===== src/rtl/cartBankPkg.sv =====
package cartBankPkg;
  localparam int CHR_SPLIT  = 0;
  localparam int CHR_QUAD2K = 1;
  localparam int CHR_HIBIT  = 2;

  typedef struct packed {
    logic       selWr;
    logic       dataWr;
    logic       refresh;
    logic [7:0] value;
  } bankStrobeT;
endpackage


===== src/rtl/bankCtrlDecode.sv =====
module bankCtrlDecode
  import cartBankPkg::*;
(
  input  logic       clk,
  input  logic       rstN,
  input  logic       cpuWe,
  input  logic       addrTop,
  input  logic       addrLsb,
  input  logic [7:0] cpuData,
  output bankStrobeT strobe
);
  logic hit;
  logic refreshQ;

  assign hit = cpuWe & addrTop;

  // refresh starts high so the first edge after reset builds the pattern table
  always_ff @(posedge clk or negedge rstN) begin
    if (!rstN) refreshQ <= 1'b1;
    else       refreshQ <= hit;
  end

  always_comb begin
    strobe.selWr   = hit & ~addrLsb;
    strobe.dataWr  = hit & addrLsb;
    strobe.refresh = refreshQ;
    strobe.value   = cpuData;
  end

  assert_refresh_after_write_R10 : assert property (@(posedge clk) disable iff (!rstN)
    (strobe.selWr || strobe.dataWr) |=> strobe.refresh);
endmodule


===== src/rtl/bankRegFile.sv =====
module bankRegFile
  import cartBankPkg::*;
#(
  parameter int PRG_BANK_BITS = 4
) (
  input  logic                      clk,
  input  logic                      rstN,
  input  bankStrobeT                strobe,
  input  logic [14:0]               cpuAddr,
  output logic [7:0][7:0]           bankQ,
  output logic [PRG_BANK_BITS+12:0] prgAddr
);
  localparam int PB = PRG_BANK_BITS;
  localparam logic [PB-1:0] LAST_BANK = {PB{1'b1}};
  localparam logic [PB-1:0] PENULT_BANK = LAST_BANK - 1'b1;

  logic [2:0]    selQ;
  logic [PB-1:0] bankSel;
  logic          unusedHiBits;

  always_ff @(posedge clk or negedge rstN) begin
    if (!rstN) begin
      selQ  <= '0;
      bankQ <= '0;
    end else begin
      if (strobe.selWr)  selQ <= strobe.value[2:0];
      if (strobe.dataWr) bankQ[selQ] <= strobe.value;
    end
  end

  always_comb begin
    unique case (cpuAddr[14:13])
      2'd0:    bankSel = bankQ[6][PB-1:0];
      2'd1:    bankSel = bankQ[7][PB-1:0];
      2'd2:    bankSel = PENULT_BANK;
      default: bankSel = LAST_BANK;
    endcase
  end

  assign prgAddr = {bankSel, cpuAddr[12:0]};
  assign unusedHiBits = ^{bankQ[6], bankQ[7]};

  assert_sel_capture_R3 : assert property (@(posedge clk) disable iff (!rstN)
    strobe.selWr |=> (selQ == $past(strobe.value[2:0])));
  assert_regs_hold_R4 : assert property (@(posedge clk) disable iff (!rstN)
    !strobe.dataWr |=> $stable(bankQ));
  assert_fixed_window_R6 : assert property (@(posedge clk) disable iff (!rstN)
    (cpuAddr[14:13] == 2'd2) |-> (prgAddr[PB+12:13] == PENULT_BANK));
endmodule


===== src/rtl/chrSlotMap.sv =====
module chrSlotMap
  import cartBankPkg::*;
#(
  parameter int CHR_BANK_BITS = 7,
  parameter int CHR_MODE      = CHR_SPLIT
) (
  input  logic                      clk,
  input  logic                      rstN,
  input  logic                      refresh,
  input  logic [5:0][7:0]           chrRegs,
  input  logic [12:0]               ppuAddr,
  output logic [CHR_BANK_BITS+9:0]  chrAddr
);
  localparam int CB = CHR_BANK_BITS;
  localparam bit FORCE_HI = (CHR_MODE == CHR_HIBIT);

  logic [5:0][7:0]    adj;
  logic [7:0][CB-1:0] slotsNext;
  logic [7:0][CB-1:0] slotQ;

  always_comb begin
    adj = chrRegs;
    if (FORCE_HI) begin
      for (int i = 0; i < 2; i++) adj[i][6] = 1'b0;
      for (int i = 2; i < 6; i++) adj[i][6] = 1'b1;
    end
  end

  generate
    if (CHR_MODE == CHR_QUAD2K) begin : gQuad
      logic unusedLowRegs;
      assign unusedLowRegs = ^{adj[0], adj[1]};
      always_comb begin
        for (int i = 0; i < 4; i++) begin
          slotsNext[2*i]   = CB'({adj[2+i], 1'b0});
          slotsNext[2*i+1] = CB'({adj[2+i], 1'b1});
        end
      end
    end else begin : gSplit
      logic unusedLsb;
      assign unusedLsb = adj[0][0] ^ adj[1][0];
      always_comb begin
        slotsNext[0] = CB'({adj[0][7:1], 1'b0});
        slotsNext[1] = CB'({adj[0][7:1], 1'b1});
        slotsNext[2] = CB'({adj[1][7:1], 1'b0});
        slotsNext[3] = CB'({adj[1][7:1], 1'b1});
        for (int i = 0; i < 4; i++) slotsNext[4+i] = CB'(adj[2+i]);
      end
    end
  endgenerate

  always_ff @(posedge clk or negedge rstN) begin
    if (!rstN)        slotQ <= '0;
    else if (refresh) slotQ <= slotsNext;
  end

  assign chrAddr = {slotQ[ppuAddr[12:10]], ppuAddr[9:0]};

  assert_table_hold_R10 : assert property (@(posedge clk) disable iff (!rstN)
    !refresh |=> $stable(slotQ));

  generate
    if (FORCE_HI && CB > 6) begin : gHiChk
      assert_half_region_R9 : assert property (@(posedge clk) disable iff (!rstN)
        !refresh |-> (!slotQ[0][6] && !slotQ[3][6] && slotQ[4][6] && slotQ[7][6]));
    end
  endgenerate
endmodule


===== src/rtl/cartBankCtrl.sv =====
module cartBankCtrl
  import cartBankPkg::*;
#(
  parameter int PRG_BANK_BITS = 4,
  parameter int CHR_BANK_BITS = 7,
  parameter int CHR_MODE      = CHR_SPLIT
) (
  input  logic                      clk,
  input  logic                      rstN,
  input  logic                      cpuWe,
  input  logic [15:0]               cpuAddr,
  input  logic [7:0]                cpuData,
  input  logic [12:0]               ppuAddr,
  output logic [PRG_BANK_BITS+12:0] prgAddr,
  output logic [CHR_BANK_BITS+9:0]  chrAddr
);
  bankStrobeT      strobe;
  logic [7:0][7:0] bankQ;

  bankCtrlDecode uDecode (
    .clk(clk), .rstN(rstN), .cpuWe(cpuWe),
    .addrTop(cpuAddr[15]), .addrLsb(cpuAddr[0]),
    .cpuData(cpuData), .strobe(strobe)
  );

  bankRegFile #(.PRG_BANK_BITS(PRG_BANK_BITS)) uRegs (
    .clk(clk), .rstN(rstN), .strobe(strobe),
    .cpuAddr(cpuAddr[14:0]), .bankQ(bankQ), .prgAddr(prgAddr)
  );

  chrSlotMap #(.CHR_BANK_BITS(CHR_BANK_BITS), .CHR_MODE(CHR_MODE)) uChr (
    .clk(clk), .rstN(rstN), .refresh(strobe.refresh),
    .chrRegs(bankQ[5:0]), .ppuAddr(ppuAddr), .chrAddr(chrAddr)
  );
endmodule


===== config.mk =====
export PLATFORM = sky130hd
export DESIGN_NAME = cartBankCtrl
export DESIGN_NICKNAME = d
export VERILOG_FILES = /design/src/rtl/cartBankPkg.sv /design/src/rtl/bankCtrlDecode.sv /design/src/rtl/bankRegFile.sv /design/src/rtl/chrSlotMap.sv /design/src/rtl/cartBankCtrl.sv
export SDC_FILE = /design/constraint.sdc
export NUM_CORES = 1
export LEC_CHECK = 0
export BUFFER_PORTS_ARGS = -buffer_cell sky130_fd_sc_hd__buf_2
export CORE_MARGIN = 8
export CORE_UTILIZATION = 40
export DETAILED_ROUTE_END_ITERATION = 10
export HOLD_SLACK_MARGIN = 0.03
export MAX_ROUTING_LAYER = met4
export PLACE_DENSITY = 0.75
export SLEW_MARGIN = 20
export SYNTH_ARGS = -nofsm -noshare
export SYNTH_HDL_FRONTEND = slang
export SYNTH_SLANG_ARGS = --single-unit

===== constraint.sdc =====
create_clock -name clk -period 1.66 [get_ports clk]
set_input_delay 0.332 -clock clk [delete_from_list [all_inputs] [get_ports clk]]
set_output_delay 0.332 -clock clk [all_outputs]
set_load 0.05 [all_outputs]

==> flow_summary.yaml <==
run_status:
  outcome: "complete, but fails checks"
  violations: "setup timing"
worst_setup_path:
  crit_required_ps: 1330
  cp_max_fo: 2
  worst_setup_path_start_kind: "flip-flop"
  worst-path-buf-inv: 1
  crit_arrival_ps: 1570
  critPathTopFamily: "multiplexers"
  path_cells: "mux4_2 -> nor2_2 -> a21oi_2 -> buf_6"
  worstSetupEndpointType: "output port"
  cpPeakStageDelay_ps: 500
  r2r_slack_ps: 60
  critPathKind: "flip-flop to output port"
  crit_slowest_cell: "mux4_2"
sta:
  drv_slew: 0
  fin_crit_ps: 1900
  rsz0062_at_grt: "yes"
  fin_setup_tns_ps: -1440
  min_period_over_period_pct: 115
  tightest_slew_ps: 580
  max_slew_margin_pct: 61.3
  fmax_mhz: 526
  fin_hold_ws_ps: 288
  clock-skew-final_ps: 10.8
  fin_ws_ps: -243
  setup_viol: 7
  hold_viol: 0
detailed_routing:
  vias_per_cell: 5.00
  drc_errors: 0
  wl_mm: 7.66
  wl_per_cell_um: 17.1
  ant_nets: 0
  num_vias: 2233
  dr.pass1.iters: 5
  drt-initial-drc-count: 95
power_and_ir_drop:
  peakVddDrop_mv: 0.558
  power.share.switching_pct: 29.1
  leakage_nw: 2.24
  power.share.clock_pct: 22.3
  seqPwrFrac_pct: 48.2
  powerDensity_nw_per_um2: 1560
  total_power_mw: 7.53
  comb_power_share_pct: 29.5
  p_int_mw: 5.34
  switchingPower_mw: 2.19
die:
  ios: 74
  die_x_um: 117
  die_y_um: 117
  fp-row-count: 37
  start_util_pct: 40.4
  core_um2: 10100
  die_area_um2: 13700
synthesis:
  yosysSeqAreaShare_pct: 56.8
  syn_area_um2: 4100
  synthCells: 274
  synth-seq-cells: 93
  syn_avg_cell_area_um2: 15.0
  synth_nets: 314
  synthDistinctLibCells: 28
  ys.warnings.count: 0
clock_network:
  clock-root-buffer: "clkbuf_8"
  clk_path_buf_depth: 2
  worstSkewPairLatency_ps: 350
  cts_tree: "yes"
  clock_sinks: 93
  clkTransAtPathRegs_ps: 90
  numCtsBuffers: 9
  htree_levels: 3
cells_and_area:
  area_delta_synth_final_pct: 18.0
  final_cells: 447
  nNetsFinal: 346
  drive_gt1_share_pct: 61.4
  diodes: 0
  nFillCells: 866
placement:
  place_congestion: 0.769
  post-place-cells: 425
  pre_cts_ws_ps: -260
  port_buffers: 28
  dp_hpwl_mm: 5.36
grt:
  antenna_found_initial: 0
  grt_pass1_vias: 2417
  overflow: 0
  grt_max_degree: 48
  grt_pass1_wl_mm: 12.6
  gr-usage-all-layers_pct: 12.4
worst_hold_path:
  hold_path_class: "input port to flip-flop"
flow_run:
  maxCapViolCount: 0
==> cells by family (layout without fill, tap and decap cells) <==
| logic type | Yosys count | in the layout | synth area share, % |
|---|---|---|---|
| mux | 104 | 104 | 31.2 |
| simple gates | 29 | 29 | 4.40 |
| compound gates | 13 | 13 | 2.01 |
| flops | 93 | 93 | 56.8 |
| buf+inv | 35 | 72 | 5.59 |
==> cells in the mapped netlist <==
cell | instances | area (um2)
a211o_1 | 3 | 26.3
a211oi_1 | 1 | 7.51
a21oi_1 | 7 | 35.0
a311oi_1 | 1 | 8.76
and2_2 | 1 | 7.51
buf_2 | 3 | 15.0
buf_4 | 23 | 173
buf_6 | 1 | 11.3
clkbuf_1 | 7 | 26.3
dfrtp_1 | 92 | 2300
dfstp_2 | 1 | 26.3
inv_1 | 1 | 3.75
mux2_2 | 78 | 878
mux2_4 | 13 | 195
mux2i_1 | 7 | 70.1
mux4_2 | 6 | 135
nand2_1 | 3 | 11.3
nand2b_1 | 1 | 6.26
nand3_1 | 1 | 5.00
nand3_2 | 1 | 10.0
nand3b_1 | 1 | 7.51
nand3b_4 | 1 | 20.0
nor2_1 | 11 | 41.3
nor2b_1 | 4 | 25.0
nor3_2 | 2 | 20.0
o21ai_0 | 1 | 5.00
or2_2 | 1 | 6.26
or4b_1 | 2 | 20.0
==> metrics by stage <==
stage | cell area [um2] | utilization [%]
after global placement | 4440 | 43.8
final | 4840 | 47.7
after detailed placement | 4440 | 43.8
after CTS | 4810 | 47.5
after global routing | 4840 | 47.7
after floorplan | 4180 | -
==> cell usage in the layout, fill, tap and decap left out, drive strengths merged <==
cell,n
nand2,3
nand3b,2
and2,1
inv,3
a211oi,1
nand3,2
or4b,2
a211o,3
dfrtp,92
mux4,6
nor3,2
bufinv,2
nand2b,1
nor2,11
or2,1
nor2b,4
dlygate4sd3,1
a311oi,1
dfstp,1
clkbuf,9
buf,54
mux2i,7
mux2,91
a21oi,7
o21ai,1
clkinvlp,2
clkinv,1
==> layout make-up <==
class,instances,area [um2],area share [%]
Tap cell,136,170,3.52
Inverter,1,3.75,0.0776
Sequential cell,93,2330,48.1
Clock buffer,9,124,2.56
Clock inverter,7,106,2.20
Timing Repair Buffer,55,435,9.00
Multi-Input combinational cell,146,1670,34.5
==> sequential cells by signal, summed over array words and instances, names as in the netlist <==
| name | count |
|---|---|
| uChr.slotQ | 41 |
| uDecode.refreshQ | 1 |
| uRegs.bankQ | 48 |
| uRegs.selQ | 3 |
==> power groups by stage <==
stage,clock network [mW],registers [mW],logic (mW)
CTS,1.72,3.64,2.18
global placement,0,3.62,1.90
finish,1.68,3.63,2.22
global route,1.81,3.76,2.38
detailed placement,0,3.68,1.97
floorplan,0,3.50,1.74
==> worst paths after layout <==
kind / from / endpoint / depth (start not counted)
max: uChr.slotQ[51] / chrAddr[12] / 4
min: cpuAddr[15] / uDecode.refreshQ / 2
max reg2reg: uRegs.selQ[2] / uRegs.bankQ[6] / 3
min reg2reg: uChr.slotQ[21] / uChr.slotQ[21] / 1
max in group asynchronous: rstN / uChr.slotQ[51] / 3
min in group asynchronous: rstN / uChr.slotQ[23] / 2
==> worst reg2reg max path, cell delays in order, from the launching register on <==
cell      delay (ps)
dfrtp_1          410
nand3b_4         160
or4b_4           580
mux2_4           330
==> repair_timing <==
item	CTS	global route
pin swaps	3	2
buffers inserted	2	4
hold buffers	1	0
cloned	0	0
gates resized for setup	35	2
endpoints found under the hold margin	15	0
endpoints found under the setup margin	16	14
==> metal layers <==
metal | vias up | GRT usage [%] | part of all wire [%]
li1 | 1013 | - | -
met5 | - | - | 0
met2 | 31 | 19.8 | 50
met1 | 1179 | 15.4 | 45
met3 | 10 | 2.77 | 3.8
met4 | 0 | 4.10 | 1.1
Power figures use the tool's default switching activity.
